File: src/rtl/cid_pkg.sv
package cid_pkg;

  typedef enum logic [2:0] {
    K_UNDEF  = 3'd0,
    K_SEL_WR = 3'd1,
    K_ZERO   = 3'd2,
    K_DESC   = 3'd3,
    K_LEVEL  = 3'd4,
    K_SEL_RD = 3'd5,
    K_TYPE   = 3'd6
  } cid_kind_e;

  typedef struct packed {
    logic [3:0] crn;
    logic [2:0] op1;
    logic [3:0] crm;
    logic [2:0] op2;
  } cid_fields_t;

  localparam logic [31:0] CID_LEVEL_WORD = (32'd1 << 27) | (32'd2 << 24) | 32'd3;
  localparam logic [31:0] CID_TYPE_WORD  = 32'h8204_8004;

  // Field positions of the access word.
  function automatic cid_fields_t cid_split(input logic [31:0] w);
    cid_fields_t f;
    f.crm = w[3:0];
    f.op2 = w[7:5];
    f.crn = w[19:16];
    f.op1 = w[23:21];
    return f;
  endfunction

  // Reset content of the size-descriptor table.
  function automatic logic [31:0] cid_desc_init(input int unsigned idx);
    case (idx)
      0:       return 32'hE007_E01A;
      1:       return 32'h2007_E01A;
      2:       return 32'hF000_0000;
      default: return 32'h0000_0000;
    endcase
  endfunction

endpackage

File: src/rtl/cid_decode.sv
module cid_decode
  import cid_pkg::*;
(
  input  logic        acc_write,
  input  logic [31:0] acc_word,
  input  logic        v7_en,
  output cid_kind_e   kind
);

  cid_fields_t f;
  logic        crm_zero;

  always_comb begin
    f        = cid_split(acc_word);
    crm_zero = (f.crm == 4'd0);
    kind     = K_UNDEF;
    if (f.crn == 4'd0) begin
      if (acc_write) begin
        if (v7_en && f.op1 == 3'd2 && crm_zero && f.op2 == 3'd0)
          kind = K_SEL_WR;
      end else begin
        case (f.op1)
          3'd0: if (crm_zero && f.op2 == 3'd1) kind = K_TYPE;
          3'd1: begin
            if (crm_zero) begin
              if (!v7_en) kind = K_ZERO;
              else begin
                case (f.op2)
                  3'd0:    kind = K_DESC;
                  3'd1:    kind = K_LEVEL;
                  3'd7:    kind = K_ZERO;
                  default: kind = K_UNDEF;
                endcase
              end
            end
          end
          3'd2: if (crm_zero && f.op2 == 3'd0) kind = K_SEL_RD;
          default: kind = K_UNDEF;
        endcase
      end
    end
  end

endmodule

File: src/rtl/cid_desc_table.sv
module cid_desc_table
  import cid_pkg::*;
#(
  parameter int unsigned SEL_W  = 4,
  parameter int unsigned DATA_W = 32
) (
  input  logic              clk,
  input  logic              rst_n,
  input  logic              sel_we,
  input  logic [DATA_W-1:0] sel_wdata,
  output logic [SEL_W-1:0]  sel_q,
  output logic [DATA_W-1:0] desc_out
);

  localparam int unsigned NUM_DESC = 1 << SEL_W;

  function automatic logic [SEL_W-1:0] low_sel(input logic [DATA_W-1:0] d);
    return d[SEL_W-1:0];
  endfunction

  logic [DATA_W-1:0] tbl [NUM_DESC];

  for (genvar i = 0; i < NUM_DESC; i++) begin : g_desc
    assign tbl[i] = DATA_W'(cid_desc_init(i));
  end

  always_ff @(posedge clk or negedge rst_n) begin
    if (!rst_n)      sel_q <= '0;
    else if (sel_we) sel_q <= low_sel(sel_wdata);
  end

  assign desc_out = tbl[sel_q];

  assert_sel_hold_R4: assert property (@(posedge clk) disable iff (!rst_n)
    !sel_we |=> $stable(sel_q));

  assert_sel_capture_R3: assert property (@(posedge clk) disable iff (!rst_n)
    sel_we |=> sel_q == $past(sel_wdata[SEL_W-1:0]));

endmodule

File: src/rtl/cache_id_regbank.sv
module cache_id_regbank
  import cid_pkg::*;
#(
  parameter int unsigned SEL_W  = 4,
  parameter int unsigned DATA_W = 32
) (
  input  logic              clk,
  input  logic              rst_n,
  input  logic              v7_en,
  input  logic              acc_valid,
  input  logic              acc_write,
  input  logic [31:0]       acc_word,
  input  logic [DATA_W-1:0] acc_wdata,
  output logic [DATA_W-1:0] rd_data,
  output logic              undef_o
);

  cid_kind_e         kind;
  logic              sel_we;
  logic              undef_evt;
  logic [SEL_W-1:0]  sel_q;
  logic [DATA_W-1:0] desc_out;
  logic [DATA_W-1:0] rd_next;

  cid_decode u_dec (
    .acc_write (acc_write),
    .acc_word  (acc_word),
    .v7_en     (v7_en),
    .kind      (kind)
  );

  assign sel_we    = acc_valid && (kind == K_SEL_WR);
  assign undef_evt = acc_valid && (kind == K_UNDEF);

  cid_desc_table #(.SEL_W(SEL_W), .DATA_W(DATA_W)) u_tbl (
    .clk       (clk),
    .rst_n     (rst_n),
    .sel_we    (sel_we),
    .sel_wdata (acc_wdata),
    .sel_q     (sel_q),
    .desc_out  (desc_out)
  );

  always_comb begin
    rd_next = '0;
    if (acc_valid) begin
      case (kind)
        K_DESC:   rd_next = desc_out;
        K_LEVEL:  rd_next = DATA_W'(CID_LEVEL_WORD);
        K_TYPE:   rd_next = DATA_W'(CID_TYPE_WORD);
        K_SEL_RD: rd_next = DATA_W'(sel_q);
        default:  rd_next = '0;
      endcase
    end
  end

  always_ff @(posedge clk or negedge rst_n) begin
    if (!rst_n) begin
      rd_data <= '0;
      undef_o <= 1'b0;
    end else begin
      rd_data <= rd_next;
      undef_o <= undef_evt;
    end
  end

  assert_undef_zero_R11: assert property (@(posedge clk) disable iff (!rst_n)
    undef_o |-> rd_data == '0);

  assert_idle_quiet_R11: assert property (@(posedge clk) disable iff (!rst_n)
    !acc_valid |=> (rd_data == '0) && !undef_o);

  assert_sel_we_src_R4: assert property (@(posedge clk) disable iff (!rst_n)
    sel_we |-> acc_write && v7_en);

  assert_write_no_data_R3: assert property (@(posedge clk) disable iff (!rst_n)
    acc_valid && acc_write |=> rd_data == '0);

endmodule

File: config.mk
export PLATFORM = sky130hd
export DESIGN_NAME = cache_id_regbank
export DESIGN_NICKNAME = d
export VERILOG_FILES = /design/src/rtl/cid_pkg.sv /design/src/rtl/cid_decode.sv /design/src/rtl/cid_desc_table.sv /design/src/rtl/cache_id_regbank.sv
export SDC_FILE = /design/constraint.sdc
export NUM_CORES = 1
export LEC_CHECK = 0
export BUFFER_PORTS_ARGS = -buffer_cell sky130_fd_sc_hd__buf_4
export CORE_ASPECT_RATIO = 1.25
export CORE_MARGIN = 2
export CORE_UTILIZATION = 36
export CTS_CLUSTER_SIZE = 12
export DETAILED_ROUTE_END_ITERATION = 10
export PLACE_DENSITY = 0.79
export SYNTH_ARGS = -nofsm -noshare
export SYNTH_HDL_FRONTEND = slang
export SYNTH_SLANG_ARGS = --single-unit
File: constraint.sdc
create_clock -name clk -period 2.23 [get_ports clk]
set_clock_uncertainty 0.1 [all_clocks]
set_input_delay 0.223 -clock clk [delete_from_list [all_inputs] [get_ports clk]]
set_output_delay 0.223 -clock clk [all_outputs]
set_load 0.02 [all_outputs]
==> results of run 1 <==
-- Yosys cell counts (2+ instances only) --
cell type                    n  share of area (%)
sky130_fd_sc_hd__dfrtp_1    17                 39
sky130_fd_sc_hd__or4_1       2                1.4
sky130_fd_sc_hd__a2111oi_0   2                1.6
sky130_fd_sc_hd__a21oi_1     5                2.3
sky130_fd_sc_hd__a211o_1     2                1.6
sky130_fd_sc_hd__nor4_1      2                1.2
sky130_fd_sc_hd__nor2_1      7                2.4
sky130_fd_sc_hd__mux2_2      3                3.1
sky130_fd_sc_hd__nand2b_1    2                1.2
sky130_fd_sc_hd__xnor2_1     2                1.6
sky130_fd_sc_hd__nand4_1     2                1.2
sky130_fd_sc_hd__o211ai_1    2                1.4
sky130_fd_sc_hd__or2_2       2                1.2
sky130_fd_sc_hd__nor3_1      3                1.4
sky130_fd_sc_hd__or3_1       2                1.2
sky130_fd_sc_hd__buf_4      22                 15
sky130_fd_sc_hd__nor4_2      2                2.3
sky130_fd_sc_hd__nand2_1     2               0.70
sky130_fd_sc_hd__inv_1       4                1.4
-- worst max-delay path: stages --
cell                        delay, ns
sky130_fd_sc_hd__buf_4           0.11
sky130_fd_sc_hd__nor4_2          0.35
sky130_fd_sc_hd__nand4bb_2       0.21
sky130_fd_sc_hd__or4b_4          0.56
sky130_fd_sc_hd__or3_1           0.40
sky130_fd_sc_hd__a21oi_1         0.16
-- how the worst min path moves through the flow --
stage                                      end  slack, ns  cells past startpoint         start
CTS                 u_tbl.sel_q[3]$_DFFE_PN0P_       0.05                      2  acc_wdata[3]
floorplan                 rd_data[0]$_DFF_PN0_      -0.17                      0         rst_n
finish              u_tbl.sel_q[3]$_DFFE_PN0P_       0.04                      2  acc_wdata[3]
global placement          rd_data[0]$_DFF_PN0_      -0.02                      1         rst_n
global route        u_tbl.sel_q[3]$_DFFE_PN0P_       0.04                      2  acc_wdata[3]
detailed placement        rd_data[1]$_DFF_PN0_      -0.01                      1         rst_n
-- repair_timing --
item	4_1_cts	5_1_grt
hold buffers	1	0
hold endpoints to repair	17	0
setup endpoints to repair	0	0
resized for setup	0	0
-- kinds of logic after synthesis --
family	after synthesis
simple gates	40
buf+inv	27
flops	17
compound gates	16
mux	5
xor+xnor	2
other cells	1
-- power by group --
group | leakage, µW | total (µW) | internal (µW) | switching [µW]
Combinational | 0.000393 | 105 | 44.0 | 60.8
Clock | 0.0000177 | 153 | 66.7 | 86.1
Sequential | 0.000235 | 309 | 309 | 0.270
-- flip-flops by register name (all words and copies together) (netlist names) --
| signal | cells |
|---|---|
| rd_data | 12 |
| undef_o | 1 |
| u_tbl.sel_q | 4 |
-- layout make-up --
| type | count | area share [%] |
|---|---|---|
| inverters | 4 | 1.10 |
| clock buffers | 3 | 1.65 |
| repair buffers | 44 | 24.3 |
| multi-input cells | 78 | 38.2 |
| well taps | 36 | 3.29 |
| clock inverters | 1 | 0.366 |
| flip-flops and latches | 17 | 31.1 |
-- stage by stage --
stage	setup slack [ns]	instance area [µm²]	total power [µW]	instances	util, %
6_report	0.315	1370	567	183	47.4
5_1_grt	0.225	1370	600	183	47.4
4_1_cts	0.315	1370	569	183	47.4
3_5_place_dp	0.0278	1330	419	178	46.1
2_1_floorplan	0.229	1130	390	122	-
3_3_place_gp	0.0682	1330	417	178	46.1
-- metal layers --
metal / vias up / track usage, % / part of all wire, %
met1: 411 / 12.7 / 35
met2: 52 / 22.3 / 51
li1: 434 / - / -
met4: 0 / 5.45 / 2.2
met5: - / 0 / 0
met3: 7 / 3.41 / 11
==> results.cfg, run 1 <==
[synthesis]
synth_enable_flop_cells = 0
yosys_synthesis_warning_count = 0
post_synthesis_compound_gate_area_fraction_pct = 10.4
synth_area_in_simple_gates_pct = 26.1
seq_area_frac_synth_pct = 39.4
synth-main-ff-cell = sky130_fd_sc_hd__dfrtp_1
synth-adder-area-share_pct = 0
syn-cell-area_um2 = 1080
mapped_cells = 108
synthesis.area_per_instance_um2 = 10.0
synth.area.mux_share_pct = 5.10
synthXorXnorAreaFrac_pct = 1.62
asyncSetResetFlopFracSynth_pct = 100
distinct_cells_synth = 42
synth_top_family_by_area = simple AND/OR/NAND/NOR gates
yosys_register_bits = 17

[layout]
num-nets-final = 217
layout_common_cells = sky130_fd_sc_hd__buf_4 (43), sky130_fd_sc_hd__dfrtp_1 (17), sky130_fd_sc_hd__conb_1 (15), sky130_fd_sc_hd__nor2_1 (7), sky130_fd_sc_hd__a21oi_1 (5)
area.growth.synth_to_final_pct = 26.8
antenna_cells = 0
num-fill-cells = 284
register_area_um2 = 425
final_layout_size_suffix_gt1_share_pct = 38.8
layout.cells.most_common = sky130_fd_sc_hd__buf_4
area_used_by_multi_input_combinational_logic_um2 = 523

[critical_path]
crit_path_end_kind = flop
crit_path_start_kind = input port
worst_setup_path_end = rd_data[1]$_DFF_PN0_
critical_path.max_fanout = 6
critical_path_arrival_ns = 2.02
timing.reg2reg.worst_path_depth = 4
setup.reg_to_reg.worst_slack_ns = 0.48
crit_type = input port to flop
crit-reg2reg-launch = u_tbl.sel_q[2]$_DFFE_PN0P_
critical_path_data_required_time_ns = 2.33
critical_path.reg2reg.endpoint = rd_data[1]$_DFF_PN0_
critical_path.startpoint = acc_word[1]

[routing]
vias = 904
detail_route.wl_per_cell_um = 10.7
via_per_inst = 4.94
tritonroute_pass_1_iters = 4
number_of_routed_nets_with_antenna_violations = 0
routed_wirelength_mm = 1.96
drt_iter0_drc = 16
drc = 0

[clock_tree]
insertion_delay_ns = 0.29
cts_buffers = 3
path_clk_slew_ns = 0.09
post_cts_buffers = 0
cts_tree = done
numClockSinks = 17
cts-root-buf = sky130_fd_sc_hd__clkbuf_4
cts-root-to-sink-buffers = 2
htree_num_levels = 1

[sta]
fin_crit_sh_pct = 85.9
minimum_period_implied_by_the_final_worst_setup_slack_ns = 1.91
maxSlewViolCount = 0
finalHoldWorstSlack_ns = 0.0437
setup_total_negative_slack_ns = 0
setup_viol = 0
max_clock_freq_mhz = 522
setup_repair_after_global_routing_missed_its_margin = false
hold_viol_final = 0

[job]
max-cap-violations = 0

[floorplan]
num_rows = 22
dieHeight_um = 65.2
fp.dieW_um = 53.0
core_um2 = 2890
design.die.area_um2 = 3460
io_pins = 102
floorplan.initialDensity_pct = 37.4

[global_routing]
maximum_number_of_pins_on_one_net_before_global_route_repair = 18
antenna_found_initial = 0
first_pass_grt_wire_length_mm = 3.29
globalRoute.totalOverflow = 0
global_router_s_overall_resource_usage_pct = 12.3
first_global_vias = 815

[place]
io_buffers = 40
hpwlAfterDp_mm = 1.72
routabilityCongestion = 0.877

[power]
power_per_cell_area_nw_per_um2 = 414
p_leak_uw = 0.000646
vdd_drop_max_mv = 0.282

[hold_path]
hold_path.class = input port to flop

[outcome]
run_status = completed
No activity file was read; power rests on OpenSTA's default activity.
==> run 2: changes to the inputs <==
==> constraint.sdc (replaced) <==
create_clock -name clk -period 2.23 [get_ports clk]
set_clock_uncertainty 0.1 [all_clocks]
set_input_delay 0.3345 -clock clk [delete_from_list [all_inputs] [get_ports clk]]
set_output_delay 0.3345 -clock clk [all_outputs]
set_load 0.02 [all_outputs]
==> results.cfg, run 2 (same netlist as run 1, synthesis figures left out) <==
[critical_path]
critical_path.startpoint = acc_word[1]
critical_path_arrival_ns = 2.07
crit_path_end_kind = flop
critical_path.max_fanout = 6
crit-reg2reg-launch = u_tbl.sel_q[2]$_DFFE_PN0P_
crit_type = input port to flop
critical_path_s_largest_stage_delay_ns = 0.56
critical_path.reg2reg.endpoint = rd_data[18]$_DFF_PN0_
critical_path.cell_chain = buf_4, nor4_2, nand4bb_2, or4b_4, or3_1, a21oi_1
setup.reg_to_reg.worst_slack_ns = 0.50
crit_path_top_delay_cell = sky130_fd_sc_hd__or4b_4
crit_path_start_kind = input port
critical_path_data_required_time_ns = 2.34
worst_setup_path_end = rd_data[18]$_DFF_PN0_
timing.reg2reg.worst_path_depth = 4

[clock_tree]
numClockSinks = 17
post_cts_buffers = 0
path_clk_slew_ns = 0.10
post_cts.resized_instances = 0
postCtsHoldBufs = 1
cts_buffers = 3
htree_num_levels = 1
cts-root-to-sink-buffers = 2
cts_tree = done
insertion_delay_ns = 0.30
cts-root-buf = sky130_fd_sc_hd__clkbuf_4

[global_routing]
first_global_vias = 754
global_router_s_overall_resource_usage_pct = 12.2
antenna_found_initial = 0
globalRoute.totalOverflow = 0
maximum_number_of_pins_on_one_net_before_global_route_repair = 18
first_pass_grt_wire_length_mm = 3.23

[layout]
max_flop_register = rd_data
antenna_cells = 0
layout_top_registers = rd_data (12), u_tbl.sel_q (4), undef_o (1)
register_area_um2 = 425
num-fill-cells = 275
layout_common_cells = sky130_fd_sc_hd__buf_4 (45), sky130_fd_sc_hd__dfrtp_1 (17), sky130_fd_sc_hd__conb_1 (15), sky130_fd_sc_hd__nor2_1 (7), sky130_fd_sc_hd__a21oi_1 (5)
max_reg_flops = 12
area.growth.synth_to_final_pct = 28.2
final_layout_size_suffix_gt1_share_pct = 39.6
area_used_by_multi_input_combinational_logic_um2 = 523
layout.cells.most_common = sky130_fd_sc_hd__buf_4
num-nets-final = 219

[place]
routabilityCongestion = 0.878
io_buffers = 40
hpwlAfterDp_mm = 1.74

[outcome]
run_status = completed

[hold_path]
hold_path.class = input port to flop
worst_hold_path.num_cells = 2

[routing]
routed_wirelength_mm = 2.06
tritonroute_pass_1_iters = 4
drc = 0
vias = 877
number_of_routed_nets_with_antenna_violations = 0
drt_iter0_drc = 19
detail_route.wl_per_cell_um = 11.1
via_per_inst = 4.74

[sta]
setup_repair_after_global_routing_missed_its_margin = false
hold_viol_final = 0
setup_total_negative_slack_ns = 0
finalHoldWorstSlack_ns = 0.142
max_clock_freq_mhz = 510
minimum_period_implied_by_the_final_worst_setup_slack_ns = 1.96
fin_crit_sh_pct = 87.9
setup_viol = 0
maxSlewViolCount = 0

[power]
power_frac_comb_pct = 18.6
internal_power_uw = 421
switchingPower_uw = 155
vdd_drop_max_mv = 0.196
power_switching_share_pct = 26.9
seq_power_share_pct = 53.6
power_per_cell_area_nw_per_um2 = 417
clock_power_share_pct = 27.7
p_leak_uw = 0.000656

[floorplan]
floorplan.initialDensity_pct = 37.4
design.die.area_um2 = 3460
dieHeight_um = 65.2
num_rows = 22
io_pins = 102
core_um2 = 2890
fp.dieW_um = 53.0

[job]
max-cap-violations = 0
run 2: cell type report:
class                   instances  area share (%)
inverters                       4            1.08
clock inverters                 1           0.362
flip-flops and latches         17            30.7
well taps                      36            3.25
repair buffers                 46            25.1
clock buffers                   3            1.63
multi-input cells              78            37.8
run 2: how the worst min path moves through the flow:
stage	startpoint	end	slack (ns)
floorplan	rst_n	rd_data[0]$_DFF_PN0_	-0.06
global placement	rst_n	rd_data[0]$_DFF_PN0_	0.1
detailed placement	rst_n	rd_data[0]$_DFF_PN0_	0.10
CTS	acc_wdata[3]	u_tbl.sel_q[3]$_DFFE_PN0P_	0.14
global route	acc_wdata[3]	u_tbl.sel_q[3]$_DFFE_PN0P_	0.14
finish	acc_wdata[3]	u_tbl.sel_q[3]$_DFFE_PN0P_	0.14
run 2: worst max-delay path, delay by kind of cell:
kind | cells | cell delay [ns]
compound gates | 1 | 0.14
buf+inv | 1 | 0.11
simple gates | 4 | 1.48
run 2: power groups by stage:
stage          combinational [µW]  clock, µW  sequential (µW)
3_5_place_dp                  106          0              316
2_1_floorplan                73.4          0              317
5_1_grt                       117        179              310
6_report                      107        160              309
3_3_place_gp                  104          0              315
4_1_cts                       107        162              309
run 2: layer usage:
layer  up-vias  part of all wire, %  routed length, µm  global-route usage (%)
met4         0                  1.2                 25                    3.85
met1       388                   40                824                    14.2
met5         -                    0                  0                       0
li1        440                    -                  -                       -
met3         3                  9.9                203                    2.05
met2        46                   49               1000                    22.2
run 2: stage by stage:
stage | total power, µW | worst slack [ns] | instance area, µm² | instances | util, %
5_1_grt | 605 | 0.187 | 1380 | 185 | 47.9
2_1_floorplan | 390 | 0.117 | 1130 | 122 | -
3_3_place_gp | 420 | -0.0369 | 1350 | 180 | 46.6
4_1_cts | 578 | 0.263 | 1380 | 185 | 47.9
3_5_place_dp | 422 | -0.0469 | 1350 | 180 | 46.6
6_report | 577 | 0.271 | 1380 | 185 | 47.9
==> run 3: changes to the inputs <==
--- a/config.mk
+++ b/config.mk
@@ -11,7 +11,7 @@
 export CORE_UTILIZATION = 36
 export CTS_CLUSTER_SIZE = 12
 export DETAILED_ROUTE_END_ITERATION = 10
-export PLACE_DENSITY = 0.79
+export PLACE_DENSITY = 0.77
 export SYNTH_ARGS = -nofsm -noshare
 export SYNTH_HDL_FRONTEND = slang
 export SYNTH_SLANG_ARGS = --single-unit
==> results.cfg, run 3 (same netlist as run 1, synthesis figures left out) <==
[clock_tree]
post_cts_buffers = 0
cts_buffers = 3
cts-root-to-sink-buffers = 2
insertion_delay_ns = 0.29
cts_tree = done
cts-root-buf = sky130_fd_sc_hd__clkbuf_4
path_clk_slew_ns = 0.09
htree_num_levels = 1
post_cts.resized_instances = 0
postCtsHoldBufs = 1
numClockSinks = 17

[floorplan]
io_pins = 102
fp.dieW_um = 53.0
dieHeight_um = 65.2
core_um2 = 2890
floorplan.initialDensity_pct = 37.4
design.die.area_um2 = 3460
num_rows = 22

[sta]
hold_viol_final = 0
setup_total_negative_slack_ns = 0
transition_time_at_the_pin_with_the_least_slew_margin_ns = 0.485
max_clock_freq_mhz = 509
fin_crit_sh_pct = 88.1
setup_repair_after_global_routing_missed_its_margin = false
maxSlewViolCount = 0
minimum_period_implied_by_the_final_worst_setup_slack_ns = 1.96
setup_viol = 0
slew_headroom_pct = 67.2
finalWorstSetupSlack_ns = 0.265

[routing]
tritonroute_pass_1_iters = 4
number_of_routed_nets_with_antenna_violations = 0
routed_wirelength_mm = 2.08
via_per_inst = 4.96
drt_iter0_drc = 20
vias = 927
drc = 0
detail_route.wl_per_cell_um = 11.1

[place]
dpl_worst_slack_ns = -0.0104
io_buffers = 40
placed_cell_area_um2 = 1360
hpwlAfterDp_mm = 1.76
placedCellCount = 182
routabilityCongestion = 0.881

[layout]
layout.cells.most_common = sky130_fd_sc_hd__buf_4
area.growth.synth_to_final_pct = 29.4
antenna_cells = 0
layout_top_registers = rd_data (12), u_tbl.sel_q (4), undef_o (1)
summed_area_of_non_filler_cells_in_the_final_layout_um2 = 1400
non_filler_cells_final = 187
max_flop_register = rd_data
layout_common_cells = sky130_fd_sc_hd__buf_4 (47), sky130_fd_sc_hd__dfrtp_1 (17), sky130_fd_sc_hd__conb_1 (15), sky130_fd_sc_hd__nor2_1 (7), sky130_fd_sc_hd__a21oi_1 (5)
final_layout_size_suffix_gt1_share_pct = 39.7
max_reg_flops = 12
num-fill-cells = 282
num-nets-final = 221

[critical_path]
critical_path.max_fanout = 6
critical_path_arrival_ns = 2.07
cp_num_buf_inv = 1
crit_path_end_kind = flop
critical_path_s_largest_stage_delay_ns = 0.55
crit_type = input port to flop
crit_path_start_kind = input port
critical_path_data_required_time_ns = 2.34
cpLargestDelayFamily = simple AND/OR/NAND/NOR gates
crit_path_top_delay_cell = sky130_fd_sc_hd__or4b_4
critical_path.cell_chain = buf_4, nor4_2, nand4bb_2, or4b_4, or3_1, a21oi_1

[outcome]
run_status = completed

[hold_path]
hold_path.class = input port to flop

[power]
power_per_cell_area_nw_per_um2 = 409
vdd_drop_max_mv = 0.253
p_leak_uw = 0.000662

[global_routing]
first_global_vias = 826
antenna_found_initial = 0
global_router_s_overall_resource_usage_pct = 12.7
globalRoute.totalOverflow = 0
first_pass_grt_wire_length_mm = 3.37
maximum_number_of_pins_on_one_net_before_global_route_repair = 18

[job]
max-cap-violations = 0
## run 3: cell count changes in the layout (fill, tap and decap cells not counted)
cell                       change
sky130_fd_sc_hd__buf_4         +2
sky130_fd_sc_hd__clkbuf_1      +1
sky130_fd_sc_hd__clkinv_2      -1
## run 3: where the power goes
group	internal (µW)	leakage (µW)	switching, µW
registers	309	0.000235	0.283
clock network	69.6	0.0000150	84.4
logic	45.7	0.000411	62.4
## run 3: routing by layer
layer | global-route usage [%] | share of wire [%]
met2 | 24.4 | 50
met3 | 2.05 | 10
met1 | 13.6 | 38
met5 | 0 | 0
met4 | 3.85 | 1.1
## run 3: layout make-up
type	count	area, µm²	share of cell area [%]
multi-input combinational	78	523	37.4
sequential	17	425	30.4
timing repair buffer	48	363	26.0
tap	36	45.0	3.22
clock buffer	4	26.3	1.88
inverter	4	15.0	1.07
## run 3: path summary, 6_finish.rpt
kind	start	end	slack [ns]	cells past startpoint
worst max-delay path	acc_word[1]	rd_data[18]$_DFF_PN0_	0.27	6
worst min-delay path	acc_wdata[3]	u_tbl.sel_q[3]$_DFFE_PN0P_	0.16	2
worst max register to register	u_tbl.sel_q[3]$_DFFE_PN0P_	rd_data[18]$_DFF_PN0_	0.50	4
worst min register to register	u_tbl.sel_q[0]$_DFFE_PN0P_	rd_data[30]$_DFF_PN0_	0.43	1
max in group asynchronous	rst_n	rd_data[30]$_DFF_PN0_	1.52	2
min in group asynchronous	rst_n	rd_data[1]$_DFF_PN0_	0.33	2
## run 3: metrics by stage
step	power, µW	utilization [%]	hold WS [ns]
4_1_cts	574	48.4	0.154
6_report	571	48.4	0.157
3_5_place_dp	422	47.1	0.102
3_3_place_gp	420	47.1	0.0988
5_1_grt	601	48.4	0.162
2_1_floorplan	390	-	-0.0611
